**config.mk**
```make
export PLATFORM = sky130hd
export DESIGN_NAME = irq_status_agg
export DESIGN_NICKNAME = d
export VERILOG_FILES = /design/src/rtl/irq_agg_pkg.sv /design/src/rtl/irq_event_latch.sv /design/src/rtl/irq_ctrl_regs.sv /design/src/rtl/irq_word_build.sv /design/src/rtl/irq_status_agg.sv
export SDC_FILE = /design/constraint.sdc
export NUM_CORES = 1
export LEC_CHECK = 0
export BUFFER_PORTS_ARGS = -buffer_cell sky130_fd_sc_hd__buf_2
export CORE_MARGIN = 2
export CORE_UTILIZATION = 44
export DETAILED_ROUTE_END_ITERATION = 10
export GPL_TIMING_DRIVEN = 0
export PLACE_DENSITY = 0.82
export REMOVE_ABC_BUFFERS = 1
export SKIP_CTS_REPAIR_TIMING = 1
export SLEW_MARGIN = 15
export SYNTH_ARGS = -nofsm -noshare
export SYNTH_HDL_FRONTEND = slang
export SYNTH_SLANG_ARGS = --single-unit
```
**constraint.sdc**
```tcl
create_clock -name clk_i -period 1.2 [get_ports clk_i]
set_input_delay 0.06 -clock clk_i [delete_from_list [all_inputs] [get_ports clk_i]]
set_output_delay 0.06 -clock clk_i [all_outputs]
set_load 0.03 [all_outputs]
```
**src/rtl/irq_agg_pkg.sv**
```systemverilog
package irq_agg_pkg;
  localparam int unsigned DATA_W  = 32;
  localparam int unsigned EVT_N   = 10;
  localparam int unsigned SUM_POS = 12;
  localparam int unsigned LVL_LSB = 13;
  localparam int unsigned LVL_N   = 6;
  localparam int unsigned IDX_LSB = LVL_LSB + LVL_N;
  localparam int unsigned IDX_W   = DATA_W - IDX_LSB;
  localparam int unsigned IRQ_TOP = LVL_LSB + LVL_N - 1;
  localparam int unsigned ADDR_W  = 2;

  typedef enum logic [ADDR_W-1:0] {
    ADDR_STATUS = 2'd0,
    ADDR_MASK   = 2'd1,
    ADDR_CSEL   = 2'd2,
    ADDR_ALIAS  = 2'd3
  } reg_addr_e;
endpackage

```
**src/rtl/irq_event_latch.sv**
```systemverilog
module irq_event_latch #(
  parameter int unsigned N = 10
) (
  input  logic         clk_i,
  input  logic         rst_ni,
  input  logic [N-1:0] set_i,
  input  logic [N-1:0] clr_i,
  output logic [N-1:0] lat_o
);
  logic [N-1:0] lat_q;

  // set wins over a coincident clear
  always_ff @(posedge clk_i or negedge rst_ni) begin
    if (!rst_ni) lat_q <= '0;
    else         lat_q <= (lat_q & ~clr_i) | set_i;
  end

  assign lat_o = lat_q;
endmodule

```
**src/rtl/irq_ctrl_regs.sv**
```systemverilog
module irq_ctrl_regs #(
  parameter int unsigned DATA_W = 32,
  parameter int unsigned CSEL_N = 10
) (
  input  logic              clk_i,
  input  logic              rst_ni,
  input  logic              wr_mask_i,
  input  logic              wr_csel_i,
  input  logic [DATA_W-1:0] wdata_i,
  output logic [DATA_W-1:0] mask_o,
  output logic [CSEL_N-1:0] csel_o
);
  logic [DATA_W-1:0] mask_q;
  logic [CSEL_N-1:0] csel_q;

  always_ff @(posedge clk_i or negedge rst_ni) begin
    if (!rst_ni) begin
      mask_q <= '1;
      csel_q <= '0;
    end else begin
      if (wr_mask_i) mask_q <= wdata_i;
      if (wr_csel_i) csel_q <= wdata_i[CSEL_N-1:0];
    end
  end

  assign mask_o = mask_q;
  assign csel_o = csel_q;
endmodule

```
**src/rtl/irq_word_build.sv**
```systemverilog
module irq_word_build
  import irq_agg_pkg::*;
(
  input  logic [EVT_N-1:0]   lat_i,
  input  logic [LVL_N-1:0]   lvl_i,
  input  logic [IDX_W-1:0]   idx_i,
  input  logic [IRQ_TOP:0]   mask_i,
  output logic [DATA_W-1:0]  status_o,
  output logic               irq_o
);
  logic [IRQ_TOP:0] raw;
  logic [IRQ_TOP:0] live;

  for (genvar b = 0; b <= IRQ_TOP; b++) begin : g_raw
    if (b < EVT_N) begin : g_evt
      assign raw[b] = lat_i[b];
    end else if (b >= LVL_LSB) begin : g_lvl
      assign raw[b] = lvl_i[b-LVL_LSB];
    end else begin : g_gap
      assign raw[b] = 1'b0;
    end
  end

  assign live  = raw & ~mask_i;
  assign irq_o = |live;

  always_comb begin
    status_o                        = '0;
    status_o[IRQ_TOP:0]             = raw;
    status_o[SUM_POS]               = irq_o;
    status_o[DATA_W-1:IDX_LSB]      = idx_i;
  end
endmodule

```
**src/rtl/irq_status_agg.sv**
```systemverilog
module irq_status_agg
  import irq_agg_pkg::*;
(
  input  logic              clk_i,
  input  logic              rst_ni,
  input  logic              req_en_i,
  input  logic              req_we_i,
  input  logic [ADDR_W-1:0] req_addr_i,
  input  logic [DATA_W-1:0] req_wdata_i,
  output logic [DATA_W-1:0] rsp_rdata_o,
  input  logic [EVT_N-1:0]  evt_pulse_i,
  input  logic [LVL_N-1:0]  src_level_i,
  input  logic [IDX_W-1:0]  tx_comp_idx_i,
  output logic              irq_o
);
  logic              rd_en, wr_en;
  logic              rd_status, rd_alias;
  logic [EVT_N-1:0]  clr;
  logic [EVT_N-1:0]  lat_q;
  logic [EVT_N-1:0]  csel;
  logic [DATA_W-1:0] mask;
  logic [DATA_W-1:0] status_word;

  assign rd_en     = req_en_i & ~req_we_i;
  assign wr_en     = req_en_i &  req_we_i;
  assign rd_status = rd_en && (req_addr_i == ADDR_STATUS);
  assign rd_alias  = rd_en && (req_addr_i == ADDR_ALIAS);

  always_comb begin
    if (rd_status)     clr = '1;
    else if (rd_alias) clr = csel;
    else               clr = '0;
  end

  irq_event_latch #(.N(EVT_N)) u_latch (
    .clk_i  (clk_i),
    .rst_ni (rst_ni),
    .set_i  (evt_pulse_i),
    .clr_i  (clr),
    .lat_o  (lat_q)
  );

  irq_ctrl_regs #(.DATA_W(DATA_W), .CSEL_N(EVT_N)) u_regs (
    .clk_i     (clk_i),
    .rst_ni    (rst_ni),
    .wr_mask_i (wr_en && (req_addr_i == ADDR_MASK)),
    .wr_csel_i (wr_en && (req_addr_i == ADDR_CSEL)),
    .wdata_i   (req_wdata_i),
    .mask_o    (mask),
    .csel_o    (csel)
  );

  irq_word_build u_build (
    .lat_i    (lat_q),
    .lvl_i    (src_level_i),
    .idx_i    (tx_comp_idx_i),
    .mask_i   (mask[IRQ_TOP:0]),
    .status_o (status_word),
    .irq_o    (irq_o)
  );

  always_comb begin
    unique case (req_addr_i)
      ADDR_STATUS, ADDR_ALIAS: rsp_rdata_o = status_word;
      ADDR_MASK:               rsp_rdata_o = mask;
      default:                 rsp_rdata_o = '0;
    endcase
  end
endmodule

```
# == Yosys cells after proc, flatten, opt, wreduce, memory -nomap -nowiden ==
# Index checks and enable logic that the tools add are counted.
# totals
register_bits,52
# op_classes
eq_ne,3
mux,3
n_bitwise,8
reduce_logical,7
# op_table
operator,n
$pmux 32 s2,1
$mux 10,2
$and 19x19->19,1
$not 19->19,1
$reduce_or 19->1,1
$and 10x10->10,1
$not 10->10,1
$or 10x10->10,1
$eq 2x2->1 const B,2
$logic_and 1x1->1,4
$and 1x1->1,2
$eq 2x1->1 const B,1
$logic_not 2->1,1
$reduce_or 2->1,1
$not 1->1,1

# == Longest topological paths before layout ==
# Gate-level depths: netlist of run 1.
# logic_depth
word_depth,8
depth_mapped,7
ltp_nobuf,5

# == By module ==
# Synthesis of run 1 repeated with hierarchy kept, for this count alone.
# hier_totals
cells_unflattened,312
hier_area_um2,3258.1
# modules_own_cells
mod,n_inst,cells_per_inst,area_per_inst_um2,seq_area_each_um2
irq_ctrl_regs,1,89,1752.9,1091.0
irq_status_agg,1,139,719.4,0.0
irq_word_build,1,54,422.9,0.0
irq_event_latch,1,30,362.8,250.2

# == Least setup slack after synthesis of run 1 ==
# No wires, ideal clock.
# synth_path
path_type,register to output
startpoint,"reg u_regs.mask_q[4], in the netlist u_regs.mask_o[4]"
endpoint,out rsp_rdata_o[12]
t_arrival_ns,1.718
t_required_ns,1.140
slack_ns,-0.578
stages_incl_launch_ff,5
path_buffers,0
cell_sequence,dfstp_2 > inv_1 > a2111oi_2 > nand4_1 > a32o_1
# synth_between
elab_chain_cells,4
# synth_lines
element,line,source
start: declaration,irq_ctrl_regs.sv:13,logic [DATA_W-1:0] mask_q;
start signal: assignment,irq_ctrl_regs.sv:21,if (wr_mask_i) mask_q <= wdata_i;
$not 19->19,irq_word_build.sv:24,assign live = raw & ~mask_i;
$and 19x19->19,irq_word_build.sv:24,
$reduce_or 19->1,irq_word_build.sv:25,assign irq_o = |live;
via irq_o,irq_status_agg.sv:14,output logic irq_o
$pmux 32 s2,irq_status_agg.sv:63,unique case (req_addr_i)
end: declaration,irq_status_agg.sv:10,"output logic [DATA_W-1:0] rsp_rdata_o,"
# The timed path passes the listed nets, and every way through them passes these cells.

# == Final worst setup path of run 1 ==
# layout_path
startpoint,"reg u_regs.mask_q[17], in the netlist u_regs.mask_o[17]"
endpoint,out rsp_rdata_o[12]
# layout_between
elab_chain_cells,4
# layout_lines
element,line
$not 19->19,irq_word_build.sv:24
$and 19x19->19,irq_word_build.sv:24
$reduce_or 19->1,irq_word_build.sv:25
$pmux 32 s2,irq_status_agg.sv:63
# No other way between the ends.

==> key figures, run 1 <==
Cells and area
  – Sequential Area: 1340 sq um
  – Layout cell share with drive strength beyond 1: 0.517
  – Final Util: 0.719
  – Area delta synth->final: 60.6%
  – Multi-input gate area: 1400 sq um
  – Layout fillers: 425
  – Ant. Diodes: 0
  – Final net count: 444

Place
  – Pre-CTS WS: -1.03 ns
  – Detailed placement HPWL: 4160 um
  – # port buffers: 99
  – Gpl congestion: 0.729

Setup path
  – CP required: 1.14 ns
  – Reg2Reg Depth: 3
  – Critical path peak fanout: 3
  – R2r setup slk: 0.23 ns
  – Reg2Reg Capture Point: u_regs.mask_o[14]$_DFFE_PN1P_
  – Slowest cell on the critical path: dfstp_2
  – Crit path DAT: 1.84 ns
  – CP top delay family: compound AO/OA/AOI/OAI gates
  – Crit path cell chain: nor2b_2 -> a2111oi_4 -> nand4_1 -> a32o_2 -> buf_6
  – Crit-path max cell delay: 0.56 ns
  – Worst Path Buf+Inv: 1
  – Worst R2R Start: u_regs.mask_o[14]$_DFFE_PN1P_
  – Endpoint type of the worst setup path: output port
  – Setup CP Type: reg2out
  – CP startpoint kind: flop

Die
  – Die Ht: 81.1 um
  – Area of the core: 5850 sq um
  – Die W: 81.1 um
  – Initial Util: 0.447
  – Rows: 28
  – Die Area: 6580 sq um
  – IO Pins: 100

Global route
  – First-pass GRT wire length: 9520 um
  – Initial antenna violation count: 0
  – Vias in the first global route: 2042
  – GRT Total Usage: 0.188
  – GR Overflow Total: 0
  – Largest net degree at the start of global routing: 53

Yosys
  – Post-synth top area share: 0.321
  – Gate count of the mapped netlist: 224
  – Yosys cell types: 21
  – Synth warnings: 0
  – Synth area leaders: dfstp_2 (32%), dfrtp_1 (19%), mux2_1 (18%)
  – Cell Area, Synth: 2620 sq um
  – FFs w/ async S/R, synth: 1.00
  – Ys flop type: dfstp_2
  – Yosys reg bits: 52
  – Yosys top cell by area: dfstp_2
  – Post-synth EDFFs: 0
  – Top post-synthesis cells by count: mux2_1 (42), dfstp_2 (32), nor2_1 (30), a22oi_1 (29), dfrtp_1 (20)
  – Register area share after synthesis: 0.512
  – Avg Synthesized Cell Area: 11.7 sq um
  – Top-count cell post-synth: mux2_1

Run status
  – Status: finished, violations left
  – Failing checks: negative hold slack, negative setup slack

Routing
  – DRT iter0 DRCs: 89
  – Remaining DRCs: 0
  – Number of routed nets with antenna violations: 0
  – Drt first pass iters: 4
  – Wire length per cell: 16.9 um
  – Vias/cell: 5.24
  – Via count: 2347
  – WL final: 7550 um

Min path
  – Hold EP: u_regs.csel_o[3]$_DFFE_PN0P_
  – Worst min-delay path category: in2reg
  – Worst Hold Depth: 2
  – Hold path startpoint: req_wdata_i[3]

STA
  – Period utilization: 1.58
  – Setup violators final: 31
  – Min Tclk post-route: 1.90 ns
  – Max Fclk: 527 MHz
  – Final WS setup: -0.698 ns
  – Hold WS: -0.00866 ns
  – Relative slew slack: 0.562
  – Fin. max-slew vios: 0
  – Clk_skew: 0.00100 ns
  – RSZ-0062 raised after global routing: yes
  – Least-Margin Pin Slew: 0.656 ns
  – Final hold violation count: 2

Clock tree
  – CTS tree: yes
  – CTS max path bufs: 2
  – CTS sink cnt: 52
  – Clock buffer count from CTS: 5
  – Worst-path clk slew: 0.09 ns
  – CTS Root Cell: clkbuf_8
  – Worst-Skew Late Latency: 0.30 ns
  – Htree depth: 2

Job
  – Max cap viols: 0

Power
  – Worst vdd ir: 0.000846 V
  – Pwr per Cell Area: 1270 nW/um^2
  – Leak pwr: 0.00179 uW
==> metrics by stage <==
stage / hold slack [ns] / TNS (ns) / std cells / power, uW / cell area, sq um
2_1_floorplan: -0.236 / -49.99 / 210 / 3220 / 2560
3_3_place_gp: 0.250 / -107.62 / 384 / 3590 / 3150
3_5_place_dp: 0.256 / -53.34 / 385 / 3660 / 3180
4_1_cts: -0.0642 / -41.84 / 393 / 4840 / 3290
5_1_grt: 0.0152 / -5.19 / 448 / 5600 / 4200
6_report: -0.00866 / -3.54 / 448 / 5320 / 4200
==> registers in the layout (all words and copies together), names as in the netlist <==
signal         cells
u_regs.mask_o     32
u_latch.lat_o     10
u_regs.csel_o     10
==> metal layers <==
layer | track usage | routed length [um]
met5 | 0 | 0
met1 | 0.225 | 2910
met3 | 0.0378 | 337
met2 | 0.346 | 4220
met4 | 0.0441 | 87
==> report_power, final <==
| group | switching (uW) | internal, uW | leakage, uW |
|---|---|---|---|
| Sequential | 236 | 2260 | 0.000548 |
| Clock | 565 | 625 | 0.0000524 |
| Combinational | 814 | 826 | 0.00119 |
| Total | 1610 | 3710 | 0.00179 |
==> worst reg2reg max path, delay by kind of cell, from the launching register on <==
family	cells	cell delay (ns)
DFF	1	0.39
muxes	1	0.29
buffers and inverters	2	0.23
==> worst max path at each step <==
stage	startpoint	slack, ns	end	depth (start not counted)
2_1_floorplan	req_addr_i[1]	-1.27	u_regs.mask_o[0]$_DFFE_PN1P_	4
3_3_place_gp	req_addr_i[1]	-2.61	u_regs.mask_o[26]$_DFFE_PN1P_	5
3_5_place_dp	req_addr_i[1]	-1.03	u_regs.mask_o[25]$_DFFE_PN1P_	6
4_1_cts	u_regs.mask_o[6]$_DFFE_PN1P_	-0.84	rsp_rdata_o[12]	5
5_1_grt	u_regs.mask_o[8]$_DFFE_PN1P_	-0.79	rsp_rdata_o[12]	5
6_report	u_regs.mask_o[17]$_DFFE_PN1P_	-0.70	rsp_rdata_o[12]	5
==> layout make-up <==
type                            count  area share
Timing Repair inverter              1     0.00179
Inverter                            8     0.00923
Clock inverter                      1     0.00714
Timing Repair Buffer              154       0.289
Clock buffer                        7      0.0182
Sequential cell                    52       0.319
Tap cell                           75      0.0223
Multi-Input combinational cell    150       0.334
==> placed cells by master (no fill, tap or decap), types with 3 or more instances in the layout <==
cell type and instances:
a22oi_1 6, a31o_1 10, clkbuf_8 5, buf_6 10, dfrtp_1 20, mux2_1 42, a2111oi_4 3, a22oi_2 23
nor2_1 29, nand2_1 10, dlygate4sd3_1 42, buf_12 3, nor2b_1 9, buf_4 33, inv_1 4, nor2b_2 3
ha_4 3, buf_2 63, dfstp_2 32
==> cells by family (layout without fill, tap and decap cells) <==
| logic type | after synthesis | after routing | synth area share |
|---|---|---|---|
| and+or+nand+nor | 59 | 59 | 0.105 |
| DFF | 52 | 52 | 0.512 |
| AOI/OAI and AO/OA | 44 | 44 | 0.143 |
| muxes | 42 | 42 | 0.181 |
| buffers and inverters | 22 | 171 | 0.0344 |
| adders and majority gates | 5 | 5 | 0.0239 |
No activity file was read; power rests on OpenSTA's default activity.
==> run 2, diff against run 1 <==
CORE_UTILIZATION = 45   (was 44)
PLACE_DENSITY = 0.8   (was 0.82)
SYNTH_HIERARCHICAL = 1   (was default)
==> run 2 against run 1 <==
Against the previous run:
- the run ends with negative setup slack left
- clock power increased by 10%
- synthesized cell count up 39%
- clock skew rose by 0.0091 ns
- via count increased by 7.2%
- setup slack better by 0.048 ns
- largest cell class unchanged
==> key figures, run 2 <==
Run status
  – Status: finished, violations left
  – Failing checks: negative setup slack

Clock tree
  – CTS max path bufs: 2 (unchanged)
  – CTS tree: yes
  – Clock buffer count from CTS: 5 (unchanged)
  – Worst-path clk slew: 0.09 ns (about the same)
  – Worst-Skew Late Latency: 0.30 ns (about the same)
  – CTS sink cnt: 52 (unchanged)
  – CTS Root Cell: clkbuf_8
  – Htree depth: 2 (unchanged)

Yosys
  – Post-synth top area share: 0.258 (-0.0632)
  – FFs w/ async S/R, synth: 1.00 (unchanged)
  – Avg Synthesized Cell Area: 10.4 sq um (-11%)
  – Register area share after synthesis: 0.412 (-0.101)
  – Gate count of the mapped netlist: 312 (+39%)
  – Post-synth EDFFs: 0 (unchanged)
  – Top post-synthesis cells by count: a21oi_1 (42), nand2b_1 (33), buf_4 (32), dfstp_2 (32), nand2_1 (32)
  – Synth warnings: 6 (+6)
  – Synth area leaders: dfstp_2 (26%), dfrtp_1 (15%), mux2_4 (14%)
  – Yosys top cell by area: dfstp_2
  – Ys flop type: dfstp_2
  – Yosys reg bits: 52 (unchanged)
  – Yosys cell types: 23 (+9.5%)
  – Top-count cell post-synth: a21oi_1
  – Cell Area, Synth: 3260 sq um (+24%)

Global route
  – First-pass GRT wire length: 11000 um (+16%)
  – Largest net degree at the start of global routing: 53 (unchanged)
  – GR Overflow Total: 0 (unchanged)
  – Vias in the first global route: 2376 (+16%)
  – Initial antenna violation count: 0 (unchanged)
  – GRT Total Usage: 0.180 (-0.00774)

Routing
  – DRT iter0 DRCs: 79 (-11%)
  – Wire length per cell: 15.9 um (-5.4%)
  – Remaining DRCs: 0 (unchanged)
  – Via count: 2516 (+7.2%)
  – WL final: 8290 um (+9.8%)
  – Vias/cell: 4.84 (-7.6%)
  – Number of routed nets with antenna violations: 0 (unchanged)
  – Drt first pass iters: 4 (unchanged)

Min path
  – Hold EP: u_regs/mask_o[5]$_DFFE_PN1P_
  – Worst min-delay path category: in2reg
  – Worst Hold Depth: 2 (unchanged)
  – Hold path startpoint: req_wdata_i[5]

STA
  – Least-Margin Pin Slew: 0.659 ns (+0.00296 ns)
  – Final WS setup: -0.650 ns (+0.0482 ns)
  – Fin. max-slew vios: 0 (unchanged)
  – Clk_skew: 0.0101 ns (+0.00908 ns)
  – Final hold violation count: 0 (-2)
  – Setup violators final: 33 (+6.5%)
  – Min Tclk post-route: 1.85 ns (-0.0482 ns)
  – RSZ-0062 raised after global routing: yes
  – Hold WS: 0.00465 ns (+0.0133 ns)
  – Period utilization: 1.54 (-0.0401)
  – Max Fclk: 541 MHz (+2.6%)
  – Relative slew slack: 0.561 (-0.00197)

Cells and area
  – Layout cell share with drive strength beyond 1: 0.499 (-0.0186)
  – Layout fillers: 625 (+47%)
  – Final Util: 0.614 (-0.104)
  – Commonest cells after routing, fill and taps aside: buf_2 (65), a21oi_1 (40), dlygate4sd3_1 (40)
  – Commonest non-fill, non-tap cell in the layout: buf_2
  – Ant. Diodes: 0 (unchanged)
  – Final net count: 492 (+11%)
  – Sequential Area: 1340 sq um (unchanged)
  – Final std cells w/o fill: 520 (+16%)
  – Multi-input gate area: 1590 sq um (+13%)
  – Largest register FFs: 32 (unchanged)
  – Area delta synth->final: 34.5%

Die
  – Die Ht: 89.1 um (+9.8%)
  – Die Area: 7940 sq um (+21%)
  – Die W: 89.1 um (+9.8%)
  – IO Pins: 100 (unchanged)
  – Area of the core: 7140 sq um (+22%)
  – Initial Util: 0.457 (+0.00913)
  – Rows: 31 (+11%)

Power
  – Leak pwr: 0.00191 uW (+6.8%)
  – Worst vdd ir: 0.000770 V (-9.0%)
  – Pwr per Cell Area: 1280 nW/um^2 (+1.2%)

Setup path
  – Critical path peak fanout: 2 (-1)
  – Reg2Reg Capture Point: u_latch/lat_o[7]$_DFF_PN0_
  – Crit path DAT: 1.79 ns (-0.05 ns)
  – R2r setup slk: 0.32 ns (+0.09 ns)
  – Endpoint type of the worst setup path: output port
  – Setup CP Type: reg2out
  – Worst R2R Start: u_regs/csel_o[7]$_DFFE_PN0P_
  – Reg2Reg Depth: 4 (+1)
  – CP required: 1.14 ns (about the same)
  – CP startpoint kind: flop

Job
  – Max cap viols: 0 (unchanged)

Place
  – Detailed placement HPWL: 4870 um (+17%)
  – Gpl congestion: 0.689 (-5.5%)
  – # placed instances: 462 (+20%)
  – # port buffers: 99 (unchanged)
  – Pre-CTS WS: -0.950 ns (+0.0813 ns)
==> run 2: cell types whose count changed after synthesis, moves of 20 or more <==
cell,delta
nor2_1,-20
a21oi_1,+42
a22oi_1,-29
nand2_1,+22
mux2_4,+30
mux2_1,-42
buf_4,+32
nand2b_1,+33
==> run 2: area by class of cell <==
cell class / instances / area share
clock buffers: 7 / 0.0220
inverters: 16 / 0.0137
flip-flops and latches: 52 / 0.306
well taps: 99 / 0.0283
clock inverters: 1 / 0.00685
multi-input cells: 195 / 0.363
repair buffers: 150 / 0.260
==> run 2: through the flow <==
step | cell area, sq um | total power, uW | setup TNS [ns]
3_3_place_gp | 3500 | 3890 | -76.64
3_5_place_dp | 3530 | 3960 | -43.90
6_report | 4380 | 5620 | -3.68
4_1_cts | 3650 | 5290 | -31.22
2_1_floorplan | 2880 | 3520 | -37.07
5_1_grt | 4380 | 5920 | -6.03
==> run 2: how the worst max path moves through the flow <==
| stage | start | end | slack, ns | cells after the start |
|---|---|---|---|---|
| 2_1_floorplan | req_addr_i[1] | u_regs/mask_o[29]$_DFFE_PN1P_ | -0.83 | 4 |
| 3_3_place_gp | req_addr_i[1] | u_regs/mask_o[29]$_DFFE_PN1P_ | -1.42 | 5 |
| 3_5_place_dp | req_addr_i[0] | u_regs/csel_o[7]$_DFFE_PN0P_ | -0.95 | 5 |
| 4_1_cts | u_regs/mask_o[15]$_DFFE_PN1P_ | rsp_rdata_o[12] | -0.81 | 6 |
| 5_1_grt | u_regs/mask_o[14]$_DFFE_PN1P_ | rsp_rdata_o[12] | -0.73 | 6 |
| 6_report | u_regs/mask_o[15]$_DFFE_PN1P_ | rsp_rdata_o[12] | -0.65 | 6 |
==> run 2: cells by family after synthesis <==
group / synth area share
AOI/OAI and AO/OA: 0.106
adders and majority gates: 0.0192
buffers and inverters: 0.135
DFF: 0.412
muxes: 0.180
other: 0.00115
and+or+nand+nor: 0.147
==> run 2: layer usage <==
metal,global-route usage,part of all wire,up-vias
met5,0,0,-
met4,0.0407,0.0041,0
met3,0.0342,0.045,4
met2,0.331,0.52,80
met1,0.219,0.43,1228
li1,-,-,1204
==> run 2: report_power, final <==
part	total (uW)	internal (uW)	switching, uW
sequential	2480	2260	223
clock	1310	737	573
combinational	1830	984	846
total	5620	3980	1640
==> run 2: critical path: stages (launching register included) <==
cell	delay, ns
dfstp_2	0.56
nor2b_4	0.05
a2111oi_4	0.36
nand4_1	0.19
nand2b_1	0.13
a21oi_2	0.06
buf_6	0.14
==> run 3, diff against run 2 <==
CELL_PAD_IN_SITES_DETAIL_PLACEMENT = 1   (was default)
CELL_PAD_IN_SITES_GLOBAL_PLACEMENT = 2   (was default)
CORE_UTILIZATION = 28   (was 45)
PLACE_DENSITY = 0.81   (was 0.8)
==> run 3 against run 2 <==
Against the previous run:
- the flow still finishes with violations (negative setup slack)
- first-iteration DRC count decreased by 28%
- power rose by 11%
- critical path depth unchanged
- maximum frequency fell by 0.80%
- sequential share of layout area fell by 1.5 points
- clock power rose by 34%
- non-clock buffer count is 10 lower
- cell count up 6.5%
- register-to-register slack worse by 0.03 ns
- global-route usage shrank 4.6 points
- worst hold slack got worse by 0.0028 ns
==> key figures, run 3 (synthesis results as in run 2) <==
Place
  – Detailed placement HPWL: 5620 um (+15%)
  – Gpl congestion: 0.712 (+3.3%)
  – # port buffers: 99 (unchanged)
  – Dpl cell area: 3620 sq um (+2.7%)
  – # placed instances: 507 (+9.7%)

Setup path
  – CP required: 1.14 ns (about the same)
  – Crit path cell chain: inv_1 -> a2111oi_4 -> nand4_1 -> nand2b_1 -> a21oi_1 -> buf_4
  – Reg2Reg Capture Point: u_latch/lat_o[8]$_DFF_PN0_
  – Crit-path max cell delay: 0.55 ns (about the same)
  – Slowest cell on the critical path: dfstp_2
  – Reg2Reg Depth: 4 (unchanged)
  – CP startpoint kind: flop
  – Setup CP Type: reg2out
  – Crit path DAT: 1.80 ns (about the same)
  – Critical path peak fanout: 3 (+1)
  – Worst R2R Start: u_regs/csel_o[8]$_DFFE_PN0P_
  – Endpoint type of the worst setup path: output port
  – R2r setup slk: 0.29 ns (-0.03 ns)

Power
  – PnR Total Power: 6250 uW (+11%)
  – Worst vdd ir: 0.000614 V (-20%)
  – Cell Int Power: 4420 uW (+11%)
  – Sw Pwr: 1830 uW (+12%)
  – Comb pwr share: 0.317 (-0.009)
  – Leak pwr: 0.00196 uW (+2.5%)
  – Sequential Power Share: 0.400 (-0.041)
  – Clock Power Share: 0.282 (+0.049)
  – Pwr per Cell Area: 1360 nW/um^2 (+5.8%)
  – Switching portion of total power: 0.293 (+0.000740)

Routing
  – Wire length per cell: 17.9 um (+12%)
  – Via count: 2524 (+0.32%)
  – Number of routed nets with antenna violations: 0 (unchanged)
  – DRT iter0 DRCs: 57 (-28%)
  – Vias/cell: 4.56 (-5.8%)
  – WL final: 9890 um (+19%)
  – Remaining DRCs: 0 (unchanged)
  – Drt first pass iters: 4 (unchanged)

STA
  – Setup violators final: 33 (unchanged)
  – Relative slew slack: 0.527 (-0.0331)
  – Hold WS: 0.00180 ns (-0.00285 ns)
  – Clk_skew: 0.00437 ns (-0.00571 ns)
  – Least-Margin Pin Slew: 0.709 ns (+0.0497 ns)
  – Min Tclk post-route: 1.86 ns (+0.0150 ns)
  – Final WS setup: -0.665 ns (-0.0150 ns)
  – RSZ-0062 raised after global routing: yes
  – Period utilization: 1.55 (+0.0125)
  – Fin. max-slew vios: 0 (unchanged)
  – Final hold violation count: 0 (unchanged)
  – Setup_tns: -2.87 ns (+0.812 ns)
  – Max Fclk: 536 MHz (-0.80%)

Global route
  – First-pass GRT wire length: 13300 um (+21%)
  – Largest net degree at the start of global routing: 53 (unchanged)
  – Vias in the first global route: 2515 (+5.9%)
  – Initial antenna violation count: 0 (unchanged)
  – GRT Total Usage: 0.135 (-0.0455)
  – GR Overflow Total: 0 (unchanged)

Cells and area
  – Final std cells w/o fill: 554 (+6.5%)
  – Commonest non-fill, non-tap cell in the layout: buf_2
  – Area delta synth->final: 41.5%
  – Largest register FFs: 32 (unchanged)
  – Ant. Diodes: 0 (unchanged)
  – Commonest cells after routing, fill and taps aside: buf_2 (65), nand2b_1 (33), dfstp_2 (32)
  – Layout fillers: 1252 (+100%)
  – Design area: 4610 sq um (+5.2%)
  – Final net count: 482 (-2.0%)
  – Layout cell share with drive strength beyond 1: 0.613 (+0.114)

Clock tree
  – CTS tree: yes
  – Worst-Skew Late Latency: 0.29 ns (about the same)
  – Clock buffer count from CTS: 5 (unchanged)
  – CTS max path bufs: 2 (unchanged)
  – CTS sink cnt: 52 (unchanged)
  – Htree depth: 2 (unchanged)
  – CTS Root Cell: clkbuf_16
  – Worst-path clk slew: 0.07 ns (-0.02 ns)

Job
  – Max cap viols: 0 (unchanged)

Die
  – Initial Util: 0.287 (-0.170)
  – Die W: 112 um (+26%)
  – IO Pins: 100 (unchanged)
  – Rows: 39 (+26%)
  – Area of the core: 11400 sq um (+59%)
  – Die Ht: 112 um (+26%)
  – Die Area: 12500 sq um (+58%)

Run status
  – Failing checks: negative setup slack
  – Status: finished, violations left

Min path
  – Worst Hold Depth: 2 (unchanged)
  – Hold path startpoint: req_wdata_i[12]
  – Hold EP: u_regs/mask_o[12]$_DFFE_PN1P_
  – Worst min-delay path category: in2reg
run 3: final cells by class:
type,instances,area (sq um),share of cell area
Clock buffer,7,153,0.0331
Multi-Input combinational cell,195,1710,0.371
Tap cell,143,179,0.0388
Clock inverter,1,30.0,0.00651
Timing Repair Buffer,140,1140,0.246
Sequential cell,52,1340,0.291
Inverter,16,62.6,0.0136
run 3: worst max-delay path by stage:
stage / from / endpoint / cells after the start
detailed placement: req_addr_i[0] / u_regs/csel_o[4]$_DFFE_PN0P_ / 5
CTS: u_regs/mask_o[0]$_DFFE_PN1P_ / rsp_rdata_o[12] / 6
floorplan: req_addr_i[1] / u_regs/mask_o[29]$_DFFE_PN1P_ / 4
global route: u_regs/mask_o[15]$_DFFE_PN1P_ / rsp_rdata_o[12] / 6
global placement: req_addr_i[1] / u_regs/mask_o[31]$_DFFE_PN1P_ / 5
finish: u_regs/mask_o[16]$_DFFE_PN1P_ / rsp_rdata_o[12] / 6
run 3: critical path, delay by kind of cell, from the launching register on:
family	cells	cell delay (ns)
buffers and inverters	2	0.23
AND/OR/NAND/NOR	2	0.30
AO/OA/AOI/OAI	2	0.43
flip-flops	1	0.55
run 3: power groups by stage:
stage	sequential [uW]	clock, uW	combinational [uW]
3_5_place_dp	2500	0	1490
4_1_cts	2480	1860	1490
6_report	2500	1760	1980
3_3_place_gp	2480	0	1450
5_1_grt	2560	1920	2120
2_1_floorplan	2440	0	1080
run 3: per-layer routing:
| metal | up-vias | global-route usage | wire length, um |
|---|---|---|---|
| li1 | 1182 | - | - |
| met3 | 10 | 0.0261 | 387 |
| met2 | 75 | 0.232 | 5010 |
| met4 | 0 | 0.0272 | 105 |
| met1 | 1257 | 0.177 | 4390 |
| met5 | - | 0 | 0 |
run 3: metrics by stage:
stage | utilization | setup WS, ns
after floorplan | - | -0.830
after global placement | 0.313 | -1.56
after detailed placement | 0.318 | -1.01
after CTS | 0.335 | -0.896
after global routing | 0.405 | -0.748
final | 0.405 | -0.665
